--- config.mk ---
export PLATFORM = sky130hd
export DESIGN_NAME = sig_id_reader
export DESIGN_NICKNAME = d
export VERILOG_FILES = /design/src/rtl/sig_id_pkg.sv /design/src/rtl/sig_id_timer.sv /design/src/rtl/sig_id_cmp.sv /design/src/rtl/sig_id_fsm.sv /design/src/rtl/sig_id_reader.sv
export SDC_FILE = /design/constraint.sdc
export NUM_CORES = 1
export LEC_CHECK = 0
export CORE_MARGIN = 3
export CORE_UTILIZATION = 35
export CTS_BUF_LIST = sky130_fd_sc_hd__clkbuf_16
export CTS_CLUSTER_SIZE = 10
export DETAILED_ROUTE_END_ITERATION = 7
export PLACE_DENSITY = 0.76
export SLEW_MARGIN = 20
export SYNTH_ARGS = -nofsm -noshare
export SYNTH_HDL_FRONTEND = slang
export SYNTH_HIERARCHICAL = 1
export SYNTH_SLANG_ARGS = --single-unit
--- constraint.sdc ---
create_clock -name clk_i -period 1.85 [get_ports clk_i]
set_input_delay 0.37 -clock clk_i [delete_from_list [all_inputs] [get_ports clk_i]]
set_output_delay 0.37 -clock clk_i [all_outputs]
set_load 0.05 [all_outputs]
--- src/rtl/sig_id_pkg.sv ---
package sig_id_pkg;
  typedef enum logic [2:0] {
    ST_IDLE,
    ST_SETTLE,
    ST_DEV,
    ST_RELEASE,
    ST_DONE
  } sig_state_e;
endpackage

--- src/rtl/sig_id_timer.sv ---
module sig_id_timer #(
  parameter int TW = 4
) (
  input  logic          clk_i,
  input  logic          rst_ni,
  input  logic          load_i,
  input  logic [TW-1:0] val_i,
  output logic          zero_o
);
  logic [TW-1:0] cnt_q;

  always_ff @(posedge clk_i or negedge rst_ni) begin
    if (!rst_ni)               cnt_q <= '0;
    else if (load_i)           cnt_q <= val_i;
    else if (cnt_q != '0)      cnt_q <= cnt_q - 1'b1;
  end

  assign zero_o = (cnt_q == '0);
endmodule

--- src/rtl/sig_id_cmp.sv ---
module sig_id_cmp #(
  parameter logic [7:0] EXP_MFR = 8'h04,
  parameter logic [7:0] EXP_DEV = 8'hE3
) (
  input  logic       clk_i,
  input  logic       rst_ni,
  input  logic       clr_i,
  input  logic       cap_mfr_i,
  input  logic       cap_dev_i,
  input  logic       judge_i,
  input  logic [7:0] data_i,
  output logic [7:0] mfr_o,
  output logic [7:0] dev_o,
  output logic       match_o
);
  always_ff @(posedge clk_i or negedge rst_ni) begin
    if (!rst_ni) begin
      mfr_o   <= '0;
      dev_o   <= '0;
      match_o <= 1'b0;
    end else if (clr_i) begin
      mfr_o   <= '0;
      dev_o   <= '0;
      match_o <= 1'b0;
    end else begin
      if (cap_mfr_i) mfr_o <= data_i;
      if (cap_dev_i) dev_o <= data_i;
      if (judge_i)   match_o <= (mfr_o == EXP_MFR) && (dev_o == EXP_DEV);
    end
  end
endmodule

--- src/rtl/sig_id_fsm.sv ---
module sig_id_fsm
  import sig_id_pkg::*;
#(
  parameter int SETTLE_CYC = 5,
  parameter int ACCESS_CYC = 3,
  parameter int TW         = 4
) (
  input  logic          clk_i,
  input  logic          rst_ni,
  input  logic          start_i,
  input  logic          tmr_zero_i,
  output logic          tmr_load_o,
  output logic [TW-1:0] tmr_val_o,
  output logic          hv_en_o,
  output logic          rd_en_o,
  output logic          a0_o,
  output logic          cap_mfr_o,
  output logic          cap_dev_o,
  output logic          judge_o,
  output logic          clr_o,
  output logic          done_o
);
  localparam logic [TW-1:0] SETTLE_LD = TW'(SETTLE_CYC - 1);
  localparam logic [TW-1:0] ACCESS_LD = TW'(ACCESS_CYC - 1);

  sig_state_e state_q, state_d;

  always_ff @(posedge clk_i or negedge rst_ni) begin
    if (!rst_ni) state_q <= ST_IDLE;
    else         state_q <= state_d;
  end

  always_comb begin
    state_d    = state_q;
    tmr_load_o = 1'b0;
    tmr_val_o  = SETTLE_LD;
    cap_mfr_o  = 1'b0;
    cap_dev_o  = 1'b0;
    judge_o    = 1'b0;
    clr_o      = 1'b0;
    unique case (state_q)
      ST_IDLE, ST_DONE: if (start_i) begin
        state_d    = ST_SETTLE;
        tmr_load_o = 1'b1;
        clr_o      = 1'b1;
      end
      ST_SETTLE: if (tmr_zero_i) begin
        state_d    = ST_DEV;
        cap_mfr_o  = 1'b1;
        tmr_load_o = 1'b1;
        tmr_val_o  = ACCESS_LD;
      end
      ST_DEV: if (tmr_zero_i) begin
        state_d   = ST_RELEASE;
        cap_dev_o = 1'b1;
      end
      ST_RELEASE: begin
        state_d = ST_DONE;
        judge_o = 1'b1;
      end
      default: state_d = ST_IDLE;
    endcase
  end

  // signature pins are active only in the two read phases
  assign hv_en_o = (state_q == ST_SETTLE) || (state_q == ST_DEV);
  assign rd_en_o = hv_en_o;
  assign a0_o    = (state_q == ST_DEV);
  assign done_o  = (state_q == ST_DONE);
endmodule

--- src/rtl/sig_id_reader.sv ---
module sig_id_reader #(
  parameter int         ADDR_W     = 16,
  parameter int         SETTLE_CYC = 5,
  parameter int         ACCESS_CYC = 3,
  parameter logic [7:0] EXP_MFR    = 8'h04,
  parameter logic [7:0] EXP_DEV    = 8'hE3
) (
  input  logic              clk_i,
  input  logic              rst_ni,
  input  logic              start_i,
  input  logic [7:0]        data_i,
  output logic [ADDR_W-1:0] addr_o,
  output logic              hv_en_o,
  output logic              ce_no,
  output logic              oe_no,
  output logic [7:0]        mfr_o,
  output logic [7:0]        dev_o,
  output logic              match_o,
  output logic              done_o
);
  localparam int MAX_CYC = (SETTLE_CYC > ACCESS_CYC) ? SETTLE_CYC : ACCESS_CYC;
  localparam int TW      = (MAX_CYC < 2) ? 1 : $clog2(MAX_CYC);

  logic          tmr_load, tmr_zero, rd_en, a0;
  logic          cap_mfr, cap_dev, judge, clr;
  logic [TW-1:0] tmr_val;

  sig_id_timer #(.TW(TW)) u_timer (
    .clk_i  (clk_i),
    .rst_ni (rst_ni),
    .load_i (tmr_load),
    .val_i  (tmr_val),
    .zero_o (tmr_zero)
  );

  sig_id_fsm #(
    .SETTLE_CYC (SETTLE_CYC),
    .ACCESS_CYC (ACCESS_CYC),
    .TW         (TW)
  ) u_fsm (
    .clk_i      (clk_i),
    .rst_ni     (rst_ni),
    .start_i    (start_i),
    .tmr_zero_i (tmr_zero),
    .tmr_load_o (tmr_load),
    .tmr_val_o  (tmr_val),
    .hv_en_o    (hv_en_o),
    .rd_en_o    (rd_en),
    .a0_o       (a0),
    .cap_mfr_o  (cap_mfr),
    .cap_dev_o  (cap_dev),
    .judge_o    (judge),
    .clr_o      (clr),
    .done_o     (done_o)
  );

  sig_id_cmp #(.EXP_MFR(EXP_MFR), .EXP_DEV(EXP_DEV)) u_cmp (
    .clk_i     (clk_i),
    .rst_ni    (rst_ni),
    .clr_i     (clr),
    .cap_mfr_i (cap_mfr),
    .cap_dev_i (cap_dev),
    .judge_i   (judge),
    .data_i    (data_i),
    .mfr_o     (mfr_o),
    .dev_o     (dev_o),
    .match_o   (match_o)
  );

  // bit 9 stays logic low: its high level comes from the external switch
  assign addr_o = {{(ADDR_W-1){1'b0}}, a0};
  assign ce_no  = ~rd_en;
  assign oe_no  = ~rd_en;
endmodule

==> results_dict.tcl <==
set metrics [dict create \
    cp.arrival_ns 1.39 \
    slowest_stage "dfrtp_1" \
    rrSetupSlack_ns 0.10 \
    wire_per_inst_um 13.4 \
    viasPerCell 4.73 \
    cp-end-kind "output port" \
    r2r_end "u_cmp/mfr_o[4]" \
    max_stage_delay_ns 0.60 \
    cp.depth 2 \
    synth_warnings 6 \
    drv_cap 0 \
    fin_area_mm2 0.00183 \
    internal-power_mw 1.85 \
    drt_iter0_markers 42 \
    synth_area_leaders "dfrtp_1 43%, mux2i_1 12%, buf_4 12%" \
    synth_xor_area_share_pct 0 \
    grt_pass1_wl_um 4560 \
    synth-simple-area-share_pct 22.8 \
    worstSetupPathType "reg -> out" \
    cp-startpoint "u_fsm/state_q[2]" \
    hold_violations 0 \
    start_kind "flop" \
    synth_top_cell_area_share_pct 42.9 \
    ys_types 29 \
    reg2reg_depth 8 \
    fin_crit_ns 1.76 \
    r2r-start "u_timer/cnt_q[0]" \
    critPathBufInv 1 \
    dr.pass1.iters 4 \
    grt_max_degree 24 \
    p_switching_mw 1.59 \
    synth_mux_area_share_pct 11.9 \
    core_area_mm2 0.00352 \
    synth_top_area_cell "dfrtp_1" \
    path_max_fanout 10 \
    area_growth_pct 36.3 \
    status "completed" \
    final-setup-viol-count 0 \
    fillers 305 \
    synth_compound_area_share_pct 4.38 \
    clkTransAtPathRegs_ns 0.06 \
    hold_buffers 0 \
    synth_edf_count 0 \
    fin_nets 177 \
    ys_ff_latch 23 \
    skew_ns 0.00228 \
    async_flop_share_pct 100 \
    clkLatencyLatePin_ns 0.25 \
    fin_util_pct 51.9 \
    p_leak_nw 0.846 \
    dr.max_layer_used "met4" \
    drive_gt1_share_pct 33.1 \
    grt_pass1_vias 1014 \
    io_buffers 32 \
    ys_seq_area_share_pct 42.9 \
    yosysMostFrequentCell "dfrtp_1" \
    track_usage_pct 12.7 \
    place_area_mm2 0.00168 \
    numCtsBuffers 3 \
    vias 989 \
    grt.overflow.total 0 \
    cts_tree "done" \
    synthFlopType "dfrtp_1" \
    cp_cell_sequence "nor3b_2, buf_12" \
    critPathCapture "done_o" \
    ir_worst_vdd_v 0.000848 \
    route.final.wire_length_um 2810 \
    start_util_pct 38.1 \
    synth_common_cells "23 x dfrtp_1, 21 x buf_4, 18 x nor2_1, 16 x mux2i_1, 7 x inv_1" \
    hpwl_um 2130 \
    power.density_mw_per_mm2 1890 \
    combPwrFrac_pct 61.6 \
    cts_buffer_depth 2 \
    diodes 0 \
    clkPwrFrac_pct 13.3 \
    netlist_area_mm2 0.00134 \
    fmax_mhz 570 \
    fp.dieH_um 67.9 \
    ctsRootBufferMaster "clkbuf_16" \
    required_ns 1.48 \
    globalplace.congestion 0.742 \
    drc 0 \
    rows 21 \
    finalCritPeriodShare_pct 94.9 \
    p_seq_share_pct 25.1 \
    wl_met3_um 188 \
    antenna_found_initial 0 \
    synth.avg_cell_area_um2 10.5 \
    synthAdderAreaFrac_pct 1.87 \
    ant_nets 0 \
    netSwitchingFraction_pct 46.2 \
    crit_family "flip-flops" \
    power_mw 3.45 \
    final_max_slew_viol_count 0 \
    hold_path_class "in -> async" \
    wl_met2_um 1490 \
    die_x_um 67.9 \
    htree_levels 1 \
    synthCells 128 \
    synth_top_family_by_area "simple AND/OR/NAND/NOR gates" \
    num_io_pins 48 \
    clock-sinks 23 \
    dieArea_mm2 0.00461 \
    wl_met1_um 1110 \
]
per-stage QoR:
step                      hold WS (ns)  setup slack [ns]  cells  setup TNS [ns]
after floorplan                 0.0744            -0.161    142          -0.161
after global placement           0.529             0.118    199               0
after detailed placement         0.535          0.000267    199               0
after CTS                        0.503            0.0381    206               0
after global routing             0.526          -0.00541    209        -0.00700
final                            0.486            0.0944    209               0
repair_timing:
action / CTS / global route
endpoints found under the setup margin: 6 / 20
buffers inserted: 3 / 2
gates resized for setup: 1 / 9
cloned: 0 / 1
pin swaps: 1 / 1
endpoints found under the hold margin: 0 / 0
per-layer routing:
metal / vias up / global-route usage, %
li1: 467 / -
met1: 478 / 15.6
met2: 41 / 21.9
met3: 3 / 3.45
met4: 0 / 3.72
met5: - / 0
cell families after synthesis:
| logic type | Yosys count |
|---|---|
| AOI/OAI and AO/OA | 8 |
| adders and majority gates | 2 |
| buffers and inverters | 33 |
| DFF | 23 |
| muxes | 16 |
| other | 2 |
| and+or+nand+nor | 44 |
registers in the layout, summed over array words and instances (netlist names):
name and count:
u_fsm/state_q 3, u_cmp/mfr_o 8, u_cmp/dev_o 8, u_timer/cnt_q 3, u_cmp/match_o 1
worst reg2reg max path: stages, from the launching register on:
cell      delay [ns]
dfrtp_1         0.39
inv_1           0.10
ha_2            0.20
nand2b_1        0.11
inv_2           0.12
nor3b_4         0.24
clkbuf_4        0.23
mux2i_1         0.20
nor2_1          0.06
how the worst min path moves through the flow:
| stage | start | end | slack [ns] | cells past startpoint |
|---|---|---|---|---|
| after floorplan | rst_ni | u_cmp/dev_o[0] | 0.07 | 0 |
| after global placement | u_cmp/dev_o[0] | u_cmp/dev_o[0] | 0.53 | 2 |
| after detailed placement | u_cmp/dev_o[6] | u_cmp/dev_o[6] | 0.54 | 2 |
| after CTS | rst_ni | u_cmp/mfr_o[1] | 0.50 | 2 |
| after global routing | rst_ni | u_cmp/mfr_o[1] | 0.53 | 2 |
| final | rst_ni | u_cmp/mfr_o[1] | 0.49 | 2 |
cells in the final DEF (no fill, tap or decap), types with 3 or more instances in the layout:
cell type	n
dfrtp_1	21
nand2b_1	3
buf_12	6
buf_4	25
nor2b_1	3
nor2_1	18
inv_1	5
clkbuf_16	3
mux2i_1	16
clkdlybuf4s50_1	10
conb_1	16
area by class of cell:
type	count	area [um^2]	share of cell area (%)
multi-input combinational	86	656	35.9
sequential	23	578	31.6
clock buffer	3	75.1	4.11
inverter	7	30.0	1.64
tap	46	57.6	3.15
timing repair buffer	43	427	23.3
clock inverter	1	5.00	0.274
power groups by stage:
stage / clock [mW] / sequential (mW) / combinational, mW
after floorplan: 0 / 1.17 / 1.16
after global placement: 0 / 0.887 / 1.92
after detailed placement: 0 / 0.904 / 1.97
after CTS: 0.468 / 0.859 / 2.06
after global routing: 0.489 / 0.890 / 2.25
final: 0.458 / 0.866 / 2.12
(Power assumes the default switching activity.)
